<file path="src/rtl/ppe_pkg.sv">
package ppe_pkg;
  typedef enum logic [1:0] {
    ST_IDLE  = 2'd0,
    ST_GAP   = 2'd1,
    ST_MARK  = 2'd2,
    ST_TAIL  = 2'd3
  } ppe_state_e;
endpackage

</file>
<file path="src/rtl/ppe_rst_sync.sv">
module ppe_rst_sync (
  input  logic clk,
  input  logic rst_n,
  output logic rst_q_n
);
  logic [1:0] sync_q;

  always_ff @(posedge clk or negedge rst_n) begin
    if (!rst_n) sync_q <= 2'b00;
    else        sync_q <= {sync_q[0], 1'b1};
  end

  assign rst_q_n = sync_q[1];
endmodule

</file>
<file path="src/rtl/ppe_tick_gen.sv">
module ppe_tick_gen #(
  parameter int PRESCALE = 32,
  localparam int PW = (PRESCALE > 1) ? $clog2(PRESCALE) : 1
) (
  input  logic clk,
  input  logic rst_n,
  input  logic restart,
  output logic tick
);
  logic [PW-1:0] div_q, div_d;

  assign tick = (div_q == PW'(PRESCALE - 1));

  always_comb begin
    if (restart)   div_d = '0;
    else if (tick) div_d = '0;
    else           div_d = div_q + PW'(1);
  end

  always_ff @(posedge clk or negedge rst_n) begin
    if (!rst_n) div_q <= '0;
    else        div_q <= div_d;
  end
endmodule

</file>
<file path="src/rtl/ppe_tick_counter.sv">
module ppe_tick_counter #(
  parameter int CNT_W = 16
) (
  input  logic             clk,
  input  logic             rst_n,
  input  logic             clear,
  input  logic             tick,
  output logic [CNT_W-1:0] count
);
  logic [CNT_W-1:0] cnt_d;
  logic             at_max;

  assign at_max = &count;

  always_comb begin
    cnt_d = count;
    if (clear)                cnt_d = '0;
    else if (tick && !at_max) cnt_d = count + CNT_W'(1);
  end

  always_ff @(posedge clk or negedge rst_n) begin
    if (!rst_n) count <= '0;
    else        count <= cnt_d;
  end
endmodule

</file>
<file path="src/rtl/ppe_frame_ctrl.sv">
module ppe_frame_ctrl
  import ppe_pkg::*;
#(
  parameter int PAUSE_TICKS = 30,
  parameter int ONE_TICKS   = 150,
  parameter int ZERO_TICKS  = 90,
  parameter int MAX_BITS    = 32,
  parameter int CNT_W       = 16,
  localparam int LEN_W      = $clog2(MAX_BITS + 1)
) (
  input  logic                clk,
  input  logic                rst_n,
  input  logic                start,
  input  logic [MAX_BITS-1:0] frame_data,
  input  logic [LEN_W-1:0]    frame_len,
  input  logic                ks_bit,
  input  logic                tick,
  input  logic [CNT_W-1:0]    tick_cnt,
  output logic                restart,
  output logic                clear,
  output logic                carrier,
  output logic                ks_adv,
  output logic                busy,
  output logic                done
);
  ppe_state_e          st_q, st_d;
  logic [MAX_BITS-1:0] sh_q, sh_d;
  logic [LEN_W-1:0]    rem_q, rem_d;
  logic                line_q, line_d;
  logic                adv_q, adv_d;
  logic                done_q, done_d;

  logic [LEN_W-1:0]    len_eff;
  logic [MAX_BITS-1:0] sh_next;
  logic                gap_over;
  logic                bit_over;

  assign len_eff  = (frame_len > LEN_W'(MAX_BITS)) ? LEN_W'(MAX_BITS) : frame_len;
  assign sh_next  = sh_q >> 1;
  assign gap_over = tick && (tick_cnt == CNT_W'(PAUSE_TICKS - 1));
  assign bit_over = tick && (tick_cnt == (line_q ? CNT_W'(ONE_TICKS - 1)
                                                 : CNT_W'(ZERO_TICKS - 1)));

  always_comb begin
    st_d    = st_q;
    sh_d    = sh_q;
    rem_d   = rem_q;
    line_d  = line_q;
    adv_d   = 1'b0;
    done_d  = 1'b0;
    restart = 1'b0;
    clear   = 1'b0;
    unique case (st_q)
      ST_IDLE: begin
        if (start) begin
          restart = 1'b1;
          clear   = 1'b1;
          sh_d    = frame_data;
          rem_d   = len_eff;
          line_d  = frame_data[0] ^ ks_bit;
          st_d    = (len_eff == '0) ? ST_TAIL : ST_GAP;
        end
      end
      ST_GAP: begin
        if (gap_over) begin
          st_d  = ST_MARK;
          adv_d = 1'b1;
        end
      end
      ST_MARK: begin
        if (bit_over) begin
          clear = 1'b1;
          sh_d  = sh_next;
          rem_d = rem_q - LEN_W'(1);
          if (rem_q == LEN_W'(1)) begin
            st_d = ST_TAIL;
          end else begin
            st_d   = ST_GAP;
            line_d = sh_next[0] ^ ks_bit;
          end
        end
      end
      ST_TAIL: begin
        if (gap_over) begin
          st_d   = ST_IDLE;
          done_d = 1'b1;
          clear  = 1'b1;
        end
      end
      default: st_d = ST_IDLE;
    endcase
  end

  always_ff @(posedge clk or negedge rst_n) begin
    if (!rst_n) begin
      st_q   <= ST_IDLE;
      sh_q   <= '0;
      rem_q  <= '0;
      line_q <= 1'b0;
      adv_q  <= 1'b0;
      done_q <= 1'b0;
    end else begin
      st_q   <= st_d;
      sh_q   <= sh_d;
      rem_q  <= rem_d;
      line_q <= line_d;
      adv_q  <= adv_d;
      done_q <= done_d;
    end
  end

  assign carrier = !((st_q == ST_GAP) || (st_q == ST_TAIL));
  assign busy    = (st_q != ST_IDLE);
  assign ks_adv  = adv_q;
  assign done    = done_q;
endmodule

</file>
<file path="src/rtl/ppe_frame_tx.sv">
module ppe_frame_tx #(
  parameter int PRESCALE    = 32,
  parameter int PAUSE_TICKS = 30,
  parameter int ONE_TICKS   = 150,
  parameter int ZERO_TICKS  = 90,
  parameter int MAX_BITS    = 32,
  parameter int CNT_W       = 16,
  localparam int LEN_W      = $clog2(MAX_BITS + 1)
) (
  input  logic                clk,
  input  logic                rst_n,
  input  logic                start,
  input  logic [MAX_BITS-1:0] frame_data,
  input  logic [LEN_W-1:0]    frame_len,
  input  logic                ks_bit,
  output logic                ks_adv,
  output logic                carrier,
  output logic                busy,
  output logic                done,
  output logic [CNT_W-1:0]    elapsed
);
  logic rst_q_n;
  logic tick;
  logic restart;
  logic clear;

  ppe_rst_sync u_rst (
    .clk     (clk),
    .rst_n   (rst_n),
    .rst_q_n (rst_q_n)
  );

  ppe_tick_gen #(.PRESCALE(PRESCALE)) u_tick (
    .clk     (clk),
    .rst_n   (rst_q_n),
    .restart (restart),
    .tick    (tick)
  );

  ppe_tick_counter #(.CNT_W(CNT_W)) u_cnt (
    .clk   (clk),
    .rst_n (rst_q_n),
    .clear (clear),
    .tick  (tick),
    .count (elapsed)
  );

  ppe_frame_ctrl #(
    .PAUSE_TICKS (PAUSE_TICKS),
    .ONE_TICKS   (ONE_TICKS),
    .ZERO_TICKS  (ZERO_TICKS),
    .MAX_BITS    (MAX_BITS),
    .CNT_W       (CNT_W)
  ) u_ctrl (
    .clk        (clk),
    .rst_n      (rst_q_n),
    .start      (start),
    .frame_data (frame_data),
    .frame_len  (frame_len),
    .ks_bit     (ks_bit),
    .tick       (tick),
    .tick_cnt   (elapsed),
    .restart    (restart),
    .clear      (clear),
    .carrier    (carrier),
    .ks_adv     (ks_adv),
    .busy       (busy),
    .done       (done)
  );
endmodule

</file>
<file path="config.mk">
export PLATFORM = sky130hd
export DESIGN_NAME = ppe_frame_tx
export DESIGN_NICKNAME = d
export VERILOG_FILES = /design/src/rtl/ppe_pkg.sv /design/src/rtl/ppe_rst_sync.sv /design/src/rtl/ppe_tick_gen.sv /design/src/rtl/ppe_tick_counter.sv /design/src/rtl/ppe_frame_ctrl.sv /design/src/rtl/ppe_frame_tx.sv
export SDC_FILE = /design/constraint.sdc
export NUM_CORES = 1
export LEC_CHECK = 0
export BUFFER_PORTS_ARGS = -buffer_cell sky130_fd_sc_hd__buf_2
export CORE_AREA = 3 3 97 99
export DETAILED_ROUTE_END_ITERATION = 10
export DIE_AREA = 0 0 100 102
export HOLD_SLACK_MARGIN = 0.03
export MAX_ROUTING_LAYER = met4
export SKIP_LAST_GASP = 1
export SLEW_MARGIN = 20
export SYNTH_ARGS = -nofsm -noshare
export SYNTH_HDL_FRONTEND = slang
export SYNTH_SLANG_ARGS = --single-unit
</file>
<file path="constraint.sdc">
create_clock -name clk -period 4 [get_ports clk]
set_input_delay 0 -clock clk [delete_from_list [all_inputs] [get_ports clk]]
set_output_delay 0 -clock clk [all_outputs]
set_load 0.01 [all_outputs]
</file>
==> impl_metrics.json <==
{
  "crit_type": "reg2reg",
  "finClkSkew_ns": 0.00758,
  "p_int_mw": 1.37,
  "grt_overflow": 0,
  "ant_nets": 0,
  "yosysWarnings": 0,
  "cp_cell_sequence": "ha_1 > and3_1 > ha_1 > nor4b_1 > and3_1 > nor2_1 > a21oi_2 > a31oi_1 > dlygate4sd3_1",
  "grt_max_degree": 40,
  "portBuffers": 61,
  "fillers": 812,
  "p_comb_share_pct": 17.2,
  "endpoint_kind": "register",
  "via_count": 2712,
  "hpwl_mm": 5.01,
  "synth_area_leader_cell": "dfrtp_1",
  "peakVddDrop_mv": 0.238,
  "mappedNetlistNets": 374,
  "p_sw_mw": 0.506,
  "pin_count": 62,
  "final_area_um2": 4320,
  "power.density_nw_per_um2": 435,
  "seqCellArea_um2": 1630,
  "hold_viol_final": 0,
  "synth_area_um2": 3280,
  "antenna_found_initial": 0,
  "fin_crit_sh_pct": 81.8,
  "placed_area_um2": 3670,
  "grt_pass1_vias": 2746,
  "syn_avg_cell_area_um2": 10.1,
  "wirelength_mm": 7.26,
  "hp-start": "ks_bit",
  "die-area_um2": 10200,
  "final_cell_mix": "dfrtp_1, buf_2, dlygate4sd3_1, nand2_1, o21ai_0",
  "rsz0062_at_grt": "false",
  "synth.yosys.seq_area_share_pct": 49.6,
  "rr_worst_depth": 9,
  "via_per_inst": 5.07,
  "synth-seq-cells": 65,
  "start_kind": "register",
  "floorplan.rows": 34,
  "cap_violations": 0,
  "area_growth_pct": 31.7,
  "synthCells": 326,
  "initial_core_util_pct": 38.0,
  "yosysUniqueCellTypes": 45,
  "multi_input_area_um2": 1550,
  "worst_pin_slew_ns": 0.859,
  "worstPathMaxFanout": 17,
  "die_height_um": 102,
  "final_common_cell": "dfrtp_1",
  "r2r_start": "u_tick.div_q[0]",
  "antenna_cells": 0,
  "clkLatencyLatePin_ns": 0.33,
  "required_ns": 4.21,
  "coreArea_um2": 8640,
  "clk_path_buf_depth": 2,
  "post_cts_resized": 0,
  "r2r_slack_ns": 0.73,
  "worst_hold_slack_ns": 0.0694,
  "critPathArrivalTime_ns": 3.48,
  "status": "complete, no violations",
  "cts_root_buf": "clkbuf_8",
  "cts_inserted_buffers": 9,
  "clkSinkCount": 65,
  "seq_power_share_pct": 44.7,
  "drive_gt1_share_pct": 20.6,
  "clk_pin_slew_ns": 0.07,
  "slew_viol_final": 0,
  "grt_pass1_wl_mm": 12.4,
  "netlist_top_cells_area": "dfrtp_1, mux2i_1, o21ai_0, nand2_1, xor2_1",
  "critPathMaxStageDelay_ns": 0.59,
  "drt_iter0_markers": 104,
  "r2r-end": "u_ctrl.st_q[1]",
  "drt_pass1_iterations": 5,
  "remaining_drc_errors": 0,
  "setup_viol": 0,
  "fin_nets": 470,
  "hold_depth": 3,
  "sw_frac_of_total_pct": 26.9,
  "slew-limit-headroom_pct": 42.6,
  "slowest_stage": "a21oi_2",
  "wl_per_cell_um": 13.6,
  "hold_end": "u_ctrl.line_q",
  "die_width_um": 100,
  "min_period_ns": 3.27,
  "cts_tree": "yes",
  "synth_top_area_share_pct": 49.6,
  "pwr-share-clk_pct": 38.0,
  "post_cts_buffers": 0,
  "p_leak_nw": 1.87,
  "tns_ns": 0,
  "final_util_pct": 50.0,
  "max_freq_ghz": 0.306,
  "hp-class": "in2reg",
  "gp_congestion": 0.846,
  "htreeDepth": 3,
  "grt_usage_pct": 15.5
}
## flip-flops by register name, indices dropped and copies added, names as in the netlist, 2 cells and up
register      count
u_ctrl.sh_q      31
u_cnt.count      16
u_ctrl.rem_q      6
u_tick.div_q      5
u_ctrl.st_q       2
u_rst.sync_q      2
## cell usage after synthesis, drive strengths merged
| library cell | instances |
|---|---|
| and3 | 5 |
| conb | 1 |
| a22o | 1 |
| nor2 | 26 |
| nand4b | 2 |
| mux2i | 31 |
| o21bai | 1 |
| nor3b | 2 |
| nand4 | 10 |
| o41ai | 1 |
| or3 | 1 |
| a41oi | 2 |
| nand3 | 8 |
| nand3b | 1 |
| buf | 9 |
| o22a | 1 |
| o21ai | 33 |
| dfrtp | 65 |
| xnor2 | 3 |
| nand2b | 1 |
| ha | 6 |
| nor3 | 4 |
| nor2b | 6 |
| clkbuf | 8 |
| a31oi | 5 |
| or4 | 2 |
| a211o | 1 |
| mux2 | 1 |
| a21oi | 13 |
| xor2 | 12 |
| and4 | 4 |
| inv | 8 |
| nand2 | 34 |
| a211oi | 2 |
| a311oi | 4 |
| and2 | 6 |
| nor4b | 3 |
| a2111oi | 1 |
| or2 | 1 |
| o21a | 1 |
## metal layers
layer  GRT usage, %  routed length [µm]
met1           18.7                3290
met2           25.7                3560
met3           4.51                 375
met4           3.83                  34
met5              -                   0
## logic make-up (layout without fill, tap and decap cells)
logic type                 count (synthesis)  in the layout  share of synthesized area, %
buffers and inverters                     25            126                          3.47
muxes                                     32             32                          9.81
other                                      1              1                         0.114
AOI/OAI and AO/OA                         66             66                          12.6
DFF                                       65             65                          49.6
xor gates and xnor gates                  15             15                          4.01
and+or+nand+nor                          116            116                          18.1
adders and majority gates                  6              6                          2.29
## layout make-up
cell class | count | area share (%)
inverters | 8 | 0.696
well taps | 108 | 3.13
clock buffers | 12 | 3.83
multi-input cells | 236 | 36.0
flip-flops and latches | 65 | 37.7
repair buffers | 102 | 16.4
clock inverters | 4 | 2.26
## timing repair
action,in CTS,in global routing
endpoints found under the hold margin,37,0
setup endpoints to repair,0,0
hold buffers,38,0
## power by group through the flow
stage	registers, mW	clock network, mW	logic [mW]
floorplan	0.839	0	0.192
global placement	0.849	0	0.292
detailed placement	0.853	0	0.298
CTS	0.841	0.733	0.328
global route	0.856	0.763	0.370
finish	0.840	0.714	0.324
## worst max-delay path: cells and delay by family, from the launching register on
kind,cells,cell delay (ns)
simple gates,4,0.85
compound gates,2,0.74
fa+ha+maj,2,0.60
buf+inv,1,0.59
flops,1,0.37
## metrics by stage
step / power [mW] / cells / setup WS (ns)
6_report: 1.88 / 535 / 0.729
3_5_place_dp: 1.15 / 481 / 1.04
2_1_floorplan: 1.03 / 326 / 1.85
4_1_cts: 1.90 / 535 / 0.657
5_1_grt: 1.99 / 535 / 0.324
3_3_place_gp: 1.14 / 481 / 1.11
## worst max-delay path by stage
stage	startpoint	endpoint	slack [ns]	depth (start not counted)
after floorplan	u_tick.div_q[0]	u_ctrl.rem_q[1]	1.85	8
after global routing	u_tick.div_q[0]	u_ctrl.st_q[1]	0.32	9
final	u_tick.div_q[0]	u_ctrl.st_q[1]	0.73	9
after global placement	u_tick.div_q[0]	u_ctrl.sh_q[4]	1.11	8
after CTS	u_tick.div_q[0]	u_ctrl.st_q[1]	0.66	9
after detailed placement	u_tick.div_q[0]	u_ctrl.sh_q[11]	1.04	8
Note: power is estimated with default switching activity, not from simulation.
